==> config.mk <==
export PLATFORM = sky130hd
export DESIGN_NAME = txcoll_status_enc
export DESIGN_NICKNAME = d
export VERILOG_FILES = /design/src/rtl/txcoll_pkg.sv /design/src/rtl/txcoll_counter.sv /design/src/rtl/txcoll_field_enc.sv /design/src/rtl/txcoll_status_enc.sv
export SDC_FILE = /design/constraint.sdc
export NUM_CORES = 1
export LEC_CHECK = 0
export BUFFER_PORTS_ARGS = -buffer_cell sky130_fd_sc_hd__buf_4
export CAP_MARGIN = 20
export CORE_MARGIN = 8
export CORE_UTILIZATION = 45
export CTS_CLUSTER_DIAMETER = 50
export DETAILED_ROUTE_END_ITERATION = 10
export PLACE_DENSITY = 0.81
export SLEW_MARGIN = 10
export SYNTH_ARGS = -nofsm -noshare
export SYNTH_HDL_FRONTEND = slang
export SYNTH_SLANG_ARGS = --single-unit
==> constraint.sdc <==
create_clock -name clk -period 1.46 [get_ports clk]
set_clock_uncertainty 0.15 [all_clocks]
set_input_delay 0.073 -clock clk [delete_from_list [all_inputs] [get_ports clk]]
set_output_delay 0.073 -clock clk [all_outputs]
set_load 0.05 [all_outputs]
==> src/rtl/txcoll_pkg.sv <==
package txcoll_pkg;
    typedef enum logic [1:0] {
        ST_IDLE  = 2'd0,
        ST_SEND  = 2'd1,
        ST_ABORT = 2'd2,
        ST_HOLD  = 2'd3
    } txc_state_e;
endpackage

==> src/rtl/txcoll_counter.sv <==
module txcoll_counter #(
    parameter int ATTEMPTS    = 16,
    parameter int EVENT_LIMIT = 4,
    localparam int RES_W = $clog2(ATTEMPTS),
    localparam int EV_W  = $clog2(EVENT_LIMIT + 1)
) (
    input  logic             clk,
    input  logic             rst_n,
    input  logic             clr,
    input  logic             inc,
    output logic [RES_W-1:0] residual,
    output logic [EV_W-1:0]  events
);
    localparam logic [RES_W-1:0] RES_TOP = RES_W'(ATTEMPTS - 1);
    localparam logic [EV_W-1:0]  EV_TOP  = EV_W'(EVENT_LIMIT);

    always_ff @(posedge clk) begin
        if (!rst_n || clr) begin
            residual <= '0;
            events   <= '0;
        end else if (inc) begin
            if (residual == RES_TOP) begin
                residual <= '0;
                if (events != EV_TOP) begin
                    events <= events + 1'b1;
                end
            end else begin
                residual <= residual + 1'b1;
            end
        end
    end
endmodule

==> src/rtl/txcoll_field_enc.sv <==
module txcoll_field_enc #(
    parameter int ATTEMPTS    = 16,
    parameter int EVENT_LIMIT = 4,
    localparam int RES_W = $clog2(ATTEMPTS),
    localparam int EV_W  = $clog2(EVENT_LIMIT + 1),
    localparam int GRP_W = RES_W - 2
) (
    input  logic             ext_mode,
    input  logic [RES_W-1:0] residual,
    input  logic [EV_W-1:0]  events,
    output logic [RES_W-1:0] field
);
    logic [GRP_W-1:0] grp;
    logic             multi;
    logic             single;

    generate
        if (EV_W >= GRP_W) begin : g_ev_trunc
            assign grp = events[GRP_W-1:0];
        end else begin : g_ev_pad
            assign grp = GRP_W'(events);
        end
    endgenerate

    always_comb begin
        multi  = (residual > RES_W'(1));
        single = (residual == RES_W'(1));
        if (ext_mode) begin
            field = {grp, multi, single};
        end else begin
            field = residual;
        end
    end
endmodule

==> src/rtl/txcoll_status_enc.sv <==
module txcoll_status_enc #(
    parameter int ATTEMPTS    = 16,
    parameter int EVENT_LIMIT = 4,
    localparam int RES_W = $clog2(ATTEMPTS),
    localparam int EV_W  = $clog2(EVENT_LIMIT + 1)
) (
    input  logic             clk,
    input  logic             rst_n,
    input  logic             pkt_start,
    input  logic             coll_strobe,
    input  logic             pkt_end,
    input  logic             retry_ext,
    output logic [RES_W-1:0] coll_field,
    output logic             exc_coll,
    output logic             tx_abort
);
    import txcoll_pkg::*;

    localparam logic [RES_W-1:0] RES_TOP = RES_W'(ATTEMPTS - 1);
    localparam logic [EV_W-1:0]  EV_LAST = EV_W'(EVENT_LIMIT - 1);

    txc_state_e       st_q;
    txc_state_e       st_d;
    logic             mode_q;
    logic             exc_q;
    logic             cnt_clr;
    logic             cnt_inc;
    logic             exc_set;
    logic             limit_hit;
    logic [RES_W-1:0] residual;
    logic [EV_W-1:0]  events;

    txcoll_counter #(
        .ATTEMPTS    (ATTEMPTS),
        .EVENT_LIMIT (EVENT_LIMIT)
    ) u_cnt (
        .clk      (clk),
        .rst_n    (rst_n),
        .clr      (cnt_clr),
        .inc      (cnt_inc),
        .residual (residual),
        .events   (events)
    );

    txcoll_field_enc #(
        .ATTEMPTS    (ATTEMPTS),
        .EVENT_LIMIT (EVENT_LIMIT)
    ) u_enc (
        .ext_mode (mode_q),
        .residual (residual),
        .events   (events),
        .field    (coll_field)
    );

    assign limit_hit = (residual == RES_TOP) && (!mode_q || (events == EV_LAST));

    // state register
    always_ff @(posedge clk) begin
        if (!rst_n) begin
            st_q <= ST_IDLE;
        end else begin
            st_q <= st_d;
        end
    end

    // transitions and control outputs
    always_comb begin
        st_d    = st_q;
        cnt_clr = 1'b0;
        cnt_inc = 1'b0;
        exc_set = 1'b0;
        if (pkt_start) begin
            st_d    = ST_SEND;
            cnt_clr = 1'b1;
        end else begin
            unique case (st_q)
                ST_IDLE: begin
                    st_d = ST_IDLE;
                end
                ST_SEND: begin
                    if (coll_strobe) begin
                        cnt_inc = 1'b1;
                        if (limit_hit) begin
                            exc_set = 1'b1;
                            st_d    = ST_ABORT;
                        end else if (pkt_end) begin
                            st_d = ST_HOLD;
                        end
                    end else if (pkt_end) begin
                        st_d = ST_HOLD;
                    end
                end
                ST_ABORT: begin
                    st_d = ST_HOLD;
                end
                ST_HOLD: begin
                    st_d = ST_HOLD;
                end
                default: begin
                    st_d = ST_IDLE;
                end
            endcase
        end
    end

    // frame-scoped mode and flag
    always_ff @(posedge clk) begin
        if (!rst_n) begin
            mode_q <= 1'b0;
            exc_q  <= 1'b0;
        end else if (pkt_start) begin
            mode_q <= retry_ext;
            exc_q  <= 1'b0;
        end else if (exc_set) begin
            exc_q <= 1'b1;
        end
    end

    assign exc_coll = exc_q;
    assign tx_abort = (st_q == ST_ABORT);
endmodule

==> results of run 1 <==
## power by group
group | internal [W] | total, W | switching [W]
Clock | 0.000102 | 0.000218 | 0.000116
Combinational | 0.0000463 | 0.0000896 | 0.0000432
Sequential | 0.000300 | 0.000311 | 0.0000119
## worst max path at each step
stage / start / end / slack (ns)
6_report: u_cnt.residual[0] / coll_field[1] / -0.11
5_1_grt: u_cnt.residual[0] / coll_field[1] / -0.21
4_1_cts: u_cnt.residual[0] / coll_field[1] / -0.13
3_5_place_dp: u_cnt.events[1] / u_cnt.events[2] / -0.06
3_3_place_gp: u_cnt.events[1] / u_cnt.events[2] / -0.02
2_1_floorplan: mode_q / coll_field[0] / 0.008
## synthesized netlist by cell type, drive strengths merged
| cell | n | area share, % |
|---|---|---|
| dfxtp | 11 | 34 |
| inv | 7 | 4.1 |
| a21oi | 6 | 4.7 |
| ha | 6 | 12 |
| nand2 | 6 | 3.5 |
| buf | 4 | 2.9 |
| o31ai | 4 | 4.7 |
| nand3 | 3 | 2.3 |
| nor2 | 3 | 1.8 |
| a311oi | 2 | 2.7 |
| a31oi | 2 | 1.9 |
| mux2 | 2 | 3.5 |
| nand2b | 2 | 1.9 |
| nand4 | 2 | 1.9 |
| nor2b | 2 | 1.9 |
| o21ai | 2 | 1.6 |
| or3 | 2 | 1.9 |
| a41oi | 1 | 1.4 |
| and2 | 1 | 0.97 |
| and3 | 1 | 0.97 |
| and4bb | 1 | 1.9 |
| clkbuf | 1 | 0.58 |
| mux2i | 1 | 1.6 |
| nand4bb | 1 | 1.8 |
| nor3 | 1 | 0.78 |
| o31a | 1 | 1.4 |
| o32ai | 1 | 1.4 |
## routing by layer
layer | share of wire [%] | GRT usage, % | vias up
li1 | - | - | 333
met1 | 41 | 19.59 | 368
met2 | 45 | 24.52 | 65
met3 | 9.6 | 5.234 | 21
met4 | 4.4 | 6.303 | 0
met5 | 0 | 0 | -
## sequential cells by signal, indices dropped and copies added, names as in the netlist
register,cells
u_cnt.residual,4
u_cnt.events,3
st_q,2
exc_coll,1
mode_q,1
## worst min-delay path, cell delays in order
cell and delay (ns):
buf_4 0.12, a311oi_2 0.10, nor3_1 0.15
## cells by family after synthesis
group | Yosys count | share of synthesized area, %
flip-flops | 11 | 34.24
adder cells (fa/ha/maj) | 6 | 11.67
multiplexers | 3 | 5.058
AND/OR/NAND/NOR | 25 | 21.79
buffers and inverters | 12 | 7.586
AO/OA/AOI/OAI | 19 | 19.65
## cell type report
| cell class | instances | area, sq um |
|---|---|---|
| multi-input cells | 53 | 568.0 |
| repair buffers | 31 | 271.5 |
| flip-flops and latches | 11 | 240.2 |
| fillers | 62 | 160.2 |
| inverters | 7 | 31.28 |
| clock buffers | 3 | 22.52 |
| well taps | 15 | 18.77 |
| clock inverters | 1 | 5.005 |
## metrics by stage
stage / total power, W / TNS, ns / util, % / std cells
after CTS: 0.0006023 / -0.2209 / 76.92 / 119
after detailed placement: 0.0003767 / -0.1514 / 62.20 / 107
after floorplan: 0.0003514 / 0 / - / 76
final: 0.0006185 / -0.3448 / 87.84 / 121
after global placement: 0.0003759 / -0.05878 / 62.20 / 107
after global routing: 0.0006454 / -0.6574 / 87.84 / 121
## what timing repair did
item / CTS / global route
endpoints found under the setup margin: 10 / 12
pin swaps: 8 / 14
hold buffers: 5 / 1
gates resized for setup: 28 / 26
endpoints found under the hold margin: 3 / 1
buffers inserted: 3 / 2
==> flow_summary.json, run 1 <==
{
  "cp-start-kind": "register",
  "hold_viol_final": 0,
  "final_cell_mix": "19 x buf_4, 7 x buf_6, 5 x inv_1, 5 x ha_4, 5 x dlygate4sd3_1",
  "cp_num_buf_inv": 2,
  "port_buffers": 11,
  "leakagePower_nw": 0.4170,
  "synth_cells": 76,
  "setup_viol_count_final": 6,
  "grt_setup_unrepaired": "true",
  "via_per_inst": 6.504,
  "violations": "setup timing",
  "ys_ff_latch": 11,
  "drive_gt1_share_pct": 62.26,
  "hold_path_end": "st_q[1]",
  "crit_family": "flip-flops",
  "endpoint_kind": "primary output",
  "period_needed_ns": 1.569,
  "dieArea_sq_mm": 0.002895,
  "grt_pass1_vias": 699,
  "dr.pass1.iters": 4,
  "hold_class": "input port to register",
  "clk_pin_slew_ns": 0.08,
  "yosysSeqAreaShare_pct": 34.24,
  "dpl_cell_area_sq_um": 819.5,
  "critPathRequiredTime_ns": 1.24,
  "wire_per_inst_um": 21.12,
  "crit_type": "register to primary output",
  "grt_usage_pct": 15.79,
  "final_common_cell": "buf_4",
  "die_h_um": 53.81,
  "slowest_stage": "dfxtp_4",
  "slew_violations": 0,
  "wl_um": 2556,
  "fin_nets": 119,
  "crit_chain": "inv_4 -> ha_4 -> nor2_1 -> o31ai_2 -> o21ai_2 -> buf_6",
  "vias": 787,
  "ys_types": 28,
  "drc": 0,
  "max_slew_margin_pct": 69.31,
  "clkSinkCount": 11,
  "post-place-ws_ns": -0.06455,
  "min_delay_path_depth": 3,
  "die_w_um": 53.81,
  "power_density_mw_per_mm2": 534.4,
  "fin_area_sq_mm": 0.001157,
  "ant_nets": 0,
  "hold_ws_ns": 0.07341,
  "cp_max_fo": 4,
  "setup_ws_ns": -0.1087,
  "worstMarginPinSlew_ns": 0.4603,
  "drt_iter0_drc": 44,
  "grt_pass1_wl_um": 3318,
  "cpPeakStageDelay_ns": 0.38,
  "root_buffer": "clkbuf_4",
  "gp_congestion": 0.8887,
  "syn_to_final_growth_pct": 79.96,
  "yosys_warnings": 0,
  "ctsHtreeMaxLevel": 1,
  "overflow": 0,
  "grt_max_degree": 10,
  "r2r_start": "u_cnt.residual[0]",
  "top_level_ports": 12,
  "fmax_mhz": 637.5,
  "drv_cap": 0,
  "initial_core_util_pct": 48.81,
  "n_antenna_cell": 0,
  "core_sq_mm": 0.001318,
  "synth_nets": 88,
  "irDropWorstVdd_mv": 0.4648,
  "synth_area_sq_um": 643.1,
  "cts_buffer_depth": 2,
  "clock_latency_ns": 0.27,
  "crit_cells": 6,
  "holdCritStartpoint": "coll_strobe",
  "cts_tree": "yes",
  "hpwl_um": 1156,
  "reg2reg_depth": 5,
  "arrival_ns": 1.35,
  "antenna_found_initial": 0,
  "period_share_pct": 107.4,
  "cts_made_buffers": 3,
  "outcome": "finished, violations left",
  "reg2reg_to": "u_cnt.events[2]",
  "fp-row-count": 13,
  "rrSetupSlack_ns": -0.05,
  "syn_avg_cell_area_sq_um": 8.462
}
Power figures use the tool's default switching activity.
==> inputs of run 2 (changes only) <==
Settings changed: CORE_MARGIN 8 to 3, MAX_ROUTING_LAYER set to met4, REMOVE_ABC_BUFFERS set to 1.
==> run 2 against run 1 <==
  * The run ends with hold timing, setup timing left
  * Sequential share of layout area up 2.7 points
  * Wire length down 26%
  * Sequential cell count did not move
  * Combinational power down 19%
  * Fmax shrank 0.80%
  * Register-to-register slack about the same
  * First-iteration DRC count decreased by 61%
  * Clock power fell by 3%
  * Worst hold slack worse by 0.12 ns
  * Core utilization is 12 points lower
  * Largest cell class unchanged
  * Highest routed layer unchanged
==> flow_summary.json, run 2 (synthesis gave the netlist of run 1 again) <==
{
  "outcome": "finished, violations left",
  "violations": "hold timing, setup timing",
  "wire_per_inst_um": 16.19,
  "root_buffer": "clkbuf_4",
  "crit_type": "register to primary output",
  "fp-row-count": 13,
  "power_density_mw_per_mm2": 595.0,
  "antenna_found_initial": 0,
  "setup_ws_ns": -0.1213,
  "core_sq_mm": 0.001318,
  "cts_tree": "yes",
  "n_antenna_cell": 0,
  "cpPeakStageDelay_ns": 0.37,
  "clk_pin_slew_ns": 0.07,
  "syn_to_final_growth_pct": 55.25,
  "slew_violations": 0,
  "ant_nets": 0,
  "cts_made_buffers": 3,
  "hold_viol_final": 1,
  "die_w_um": 43.81,
  "grt_setup_unrepaired": "true",
  "via_per_inst": 5.846,
  "n_fill_cell": 86,
  "globalRouteMet2Util_pct": 32.27,
  "period_share_pct": 108.3,
  "largest_reg_flops": 4,
  "cts_buffer_depth": 2,
  "met3_usage_pct": 2.490,
  "slowest_stage": "dfxtp_4",
  "drc": 0,
  "arrival_ns": 1.36,
  "irDropWorstVdd_mv": 0.6918,
  "top_usage_layer": "met2",
  "dieArea_sq_mm": 0.001919,
  "crit_chain": "inv_6 -> ha_4 -> nand2_1 -> o32ai_2 -> buf_6",
  "hold_class": "input port to register",
  "grt_pass1_vias": 643,
  "drt_iter0_drc": 17,
  "dr.pass1.iters": 5,
  "hold_ws_ns": -0.04914,
  "grt_usage_pct": 20.96,
  "overflow": 0,
  "grt_pass1_wl_um": 2925,
  "final_cell_mix": "21 x buf_4, 6 x nand2_1, 6 x a21oi_1, 6 x dfxtp_1, 5 x inv_1",
  "fmax_mhz": 632.4,
  "post-place-ws_ns": -0.03709,
  "drv_cap": 0,
  "worstMarginPinSlew_ns": 0.3312,
  "ctsHtreeMaxLevel": 1,
  "initial_core_util_pct": 48.81,
  "wl_um": 1894,
  "hpwl_um": 1121,
  "cp-start-kind": "register",
  "gp_congestion": 0.8842,
  "critPathRequiredTime_ns": 1.24,
  "drive_gt1_share_pct": 48.04,
  "grt_max_degree": 10,
  "clkSinkCount": 11,
  "max_slew_margin_pct": 77.92,
  "setup_viol_count_final": 6,
  "fin_nets": 115,
  "port_buffers": 11,
  "final_common_cell": "buf_4",
  "endpoint_kind": "primary output",
  "top_register": "u_cnt.residual",
  "die_h_um": 43.81,
  "top_regs": "u_cnt.residual: 4 flops, u_cnt.events: 3 flops, st_q: 2 flops",
  "cp_max_fo": 3,
  "clock_latency_ns": 0.27,
  "top_level_ports": 12,
  "grt_use_met1_pct": 27.82,
  "leakagePower_nw": 0.3901,
  "period_needed_ns": 1.581,
  "vias": 684
}
-- run 2: cell count changes in the layout (fill, tap and decap cells not counted), sizes merged --
| cell | delta |
|---|---|
| dlygate4sd3 | -2 |
| clkbuf | +1 |
| buf | -2 |
| clkinv | -1 |
-- run 2: path summary, 6_finish.rpt --
kind | end | from | slack [ns] | depth (start not counted)
worst max-delay path | coll_field[0] | u_cnt.residual[1] | -0.12 | 5
worst min register to register | exc_coll | exc_coll | 0.33 | 2
worst max register to register | u_cnt.residual[2] | u_cnt.residual[0] | -0.06 | 4
worst min-delay path | mode_q | retry_ext | -0.05 | 3
-- run 2: worst max-delay path, delay by kind of cell (launching register included) --
| family | cells | cell delay (ns) |
|---|---|---|
| flip-flops | 1 | 0.37 |
| buffers and inverters | 2 | 0.27 |
| AO/OA/AOI/OAI | 1 | 0.25 |
| adder cells (fa/ha/maj) | 1 | 0.13 |
| AND/OR/NAND/NOR | 1 | 0.06 |
-- run 2: final cells by class --
class | count | area [sq um] | share of cell area (%)
clock buffer | 4 | 26.28 | 2.632
inverter | 7 | 33.78 | 3.383
multi-input combinational | 53 | 464.2 | 46.49
sequential | 11 | 234.0 | 23.43
tap | 15 | 18.77 | 1.880
timing repair buffer | 27 | 221.5 | 22.18
-- run 2: metal layers --
metal	share of wire, %	wire, um
met4	2.9	55
met3	3.9	73
met2	49	936
met5	0	0
met1	44	830
-- run 2: what timing repair did --
item / CTS / global route
pin swaps: 4 / 3
gates resized for setup: 23 / 12
setup buffers: 2 / 0
endpoints found under the setup margin: 9 / 9
endpoints found under the hold margin: 3 / 0
hold buffers: 4 / 0
cloned: 0 / 0
-- run 2: through the flow --
stage / TNS [ns] / area, sq um / power (W) / util (%) / instances
floorplan: -0.9009 / 620.6 / 0.0003454 / - / 71
global placement: 0 / 804.5 / 0.0003711 / 61.06 / 108
detailed placement: -0.1433 / 804.5 / 0.0003733 / 61.06 / 108
CTS: -0.1525 / 959.7 / 0.0005836 / 72.84 / 118
global route: -0.8773 / 998.5 / 0.0006087 / 75.78 / 117
finish: -0.4267 / 998.5 / 0.0005940 / 75.78 / 117
-- run 2: where the power goes --
part / switching [W] / internal [W]
sequential: 0.0000102 / 0.000301
clock: 0.000105 / 0.000106
combinational: 0.0000342 / 0.0000380
total: 0.000149 / 0.000445
==> inputs of run 3 (changes only) <==
--- a/config.mk
+++ b/config.mk
@@ -7,2 +7,3 @@
 export LEC_CHECK = 0
+export ABC_CLOCK_PERIOD_IN_PS = 1460
 export BUFFER_PORTS_ARGS = -buffer_cell sky130_fd_sc_hd__buf_4
--- a/constraint.sdc
+++ b/constraint.sdc
@@ -4,2 +4,2 @@
 set_output_delay 0.073 -clock clk [all_outputs]
-set_load 0.05 [all_outputs]
+set_load 0.01 [all_outputs]
==> run 3 against run 2 <==
  * The flow finishes with violations (setup timing)
  * Clock power about the same
  * Global-route usage decreased by 2.1 points
  * Die area unchanged
  * Via count decreased by 0.44%
  * Clock-buffer cell count unchanged
  * Register-to-register slack about the same
  * Largest cell class unchanged
  * Highest routed layer unchanged
==> flow_summary.json, run 3 (synthesis gave the netlist of run 1 again) <==
{
  "grt_usage_pct": 18.89,
  "fin_nets": 118,
  "clk_pin_slew_ns": 0.08,
  "grt_pass1_wl_um": 2615,
  "die_h_um": 43.81,
  "placedCellCount": 107,
  "top_level_ports": 12,
  "outcome": "finished, violations left",
  "fmax_mhz": 624.8,
  "slowest_stage": "dfxtp_2",
  "initial_core_util_pct": 48.81,
  "slew_violations": 0,
  "drv_cap": 0,
  "root_buffer": "clkbuf_4",
  "cts_made_buffers": 3,
  "final_cell_mix": "24 x buf_4, 6 x nand2_1, 6 x a21oi_1, 6 x dfxtp_1, 5 x inv_1",
  "clkSinkCount": 11,
  "leakagePower_nw": 0.4083,
  "grt_pass1_vias": 624,
  "n_fill_cell": 87,
  "dr.pass1.iters": 4,
  "sw_frac_of_total_pct": 24.42,
  "irDropWorstVdd_mv": 0.5545,
  "cpPeakStageDelay_ns": 0.34,
  "final_core_util_pct": 77.21,
  "wire_per_inst_um": 14.73,
  "fp-row-count": 13,
  "arrival_ns": 1.38,
  "wl_um": 1768,
  "drt_iter0_drc": 31,
  "hold_class": "input port to register",
  "period_share_pct": 109.6,
  "final_common_cell": "buf_4",
  "violations": "setup timing",
  "crit_chain": "buf_6 -> inv_6 -> ha_4 -> nor2_1 -> o31ai_1 -> o21ai_1 -> buf_4",
  "antenna_found_initial": 0,
  "cp-start-kind": "register",
  "die_w_um": 43.81,
  "intPower_w": 0.0004510,
  "max_slew_margin_pct": 76.40,
  "cts_tree": "yes",
  "setup_viol_count_final": 4,
  "hold_viol_final": 0,
  "via_per_inst": 5.675,
  "vias": 681,
  "cp_max_fo": 3,
  "clock_latency_ns": 0.27,
  "cts_buffer_depth": 2,
  "power_density_mw_per_mm2": 586.6,
  "power.share.combinational_pct": 11.7,
  "critPathRequiredTime_ns": 1.24,
  "p_seq_share_pct": 52.7,
  "period_needed_ns": 1.601,
  "ant_nets": 0,
  "dieArea_sq_mm": 0.001919,
  "power_frac_clock_pct": 35.6,
  "drc": 0,
  "port_buffers": 11,
  "top_regs": "u_cnt.residual: 4 flops, u_cnt.events: 3 flops, st_q: 2 flops",
  "top_register": "u_cnt.residual",
  "core_sq_mm": 0.001318,
  "setup_ws_ns": -0.1406,
  "grt_setup_unrepaired": "true",
  "endpoint_kind": "primary output",
  "hpwl_um": 1021,
  "drive_gt1_share_pct": 49.52,
  "largest_reg_flops": 4,
  "ctsHtreeMaxLevel": 1,
  "worstMarginPinSlew_ns": 0.3540,
  "crit_type": "register to primary output",
  "fin_tns_setup_ns": -0.3138,
  "overflow": 0,
  "stdcell_count": 120,
  "gp_congestion": 0.8270,
  "n_antenna_cell": 0,
  "power_switching_w": 0.0001457,
  "syn_to_final_growth_pct": 58.17,
  "grt_max_degree": 10
}
-- run 3: cell types whose count changed in the layout (fill, tap and decap cells not counted), sizes merged --
cell         before  now
buf              24   26
dlygate4sd3       3    4
-- run 3: layout make-up --
type | count | area (sq um) | share of cell area (%)
multi-input combinational | 53 | 466.7 | 45.88
timing repair buffer | 30 | 242.7 | 23.86
sequential | 11 | 229.0 | 22.51
inverter | 7 | 33.78 | 3.321
clock buffer | 4 | 26.28 | 2.583
tap | 15 | 18.77 | 1.845
-- run 3: worst paths after layout --
kind,from,endpoint,slack (ns),cells past startpoint
worst max register to register,u_cnt.residual[1],u_cnt.events[2],-0.05,4
worst max-delay path,u_cnt.residual[1],coll_field[1],-0.14,7
worst min register to register,exc_coll,exc_coll,0.33,2
worst min-delay path,coll_strobe,st_q[1],0.02,3
-- run 3: stage by stage --
stage | hold slack (ns) | power (W) | worst slack, ns | area (sq um)
after detailed placement | 0.1588 | 0.0003676 | -0.04867 | 797.0
final | 0.01627 | 0.0005967 | -0.1406 | 1017
after global routing | 0.04906 | 0.0006213 | -0.1989 | 1017
after floorplan | 0.05091 | 0.0003412 | 0.01219 | 620.6
after CTS | 0.04000 | 0.0005830 | -0.1292 | 959.7
after global placement | 0.1558 | 0.0003670 | -0.005685 | 797.0
-- run 3: what timing repair did --
action                                  4_1_cts  5_1_grt
buffers inserted                              5        0
hold buffers                                  4        0
hold endpoints to repair                      3        0
pin swaps                                     5        3
endpoints found under the setup margin        7        9
resized for setup                            19       13
-- run 3: worst max-delay path: cells and delay by family (launching register included) --
kind,cells,cell delay [ns]
AO/OA/AOI/OAI,2,0.26
adder cells (fa/ha/maj),1,0.13
buffers and inverters,3,0.33
flip-flops,1,0.34
AND/OR/NAND/NOR,1,0.04
-- run 3: layer usage --
metal  global-route usage [%]  part of all wire [%]
met5                        -                     0
met1                    24.87                    49
met2                    29.07                    45
met4                    5.422                  0.79
met3                    3.734                   4.9
-- run 3: power by group through the flow --
| stage | sequential (W) | combinational [W] | clock [W] |
|---|---|---|---|
| finish | 0.000315 | 0.0000699 | 0.000212 |
| global route | 0.000315 | 0.0000763 | 0.000230 |
| CTS | 0.000313 | 0.0000612 | 0.000209 |
| floorplan | 0.000318 | 0.0000234 | 0 |
| detailed placement | 0.000319 | 0.0000486 | 0 |
| global placement | 0.000319 | 0.0000479 | 0 |
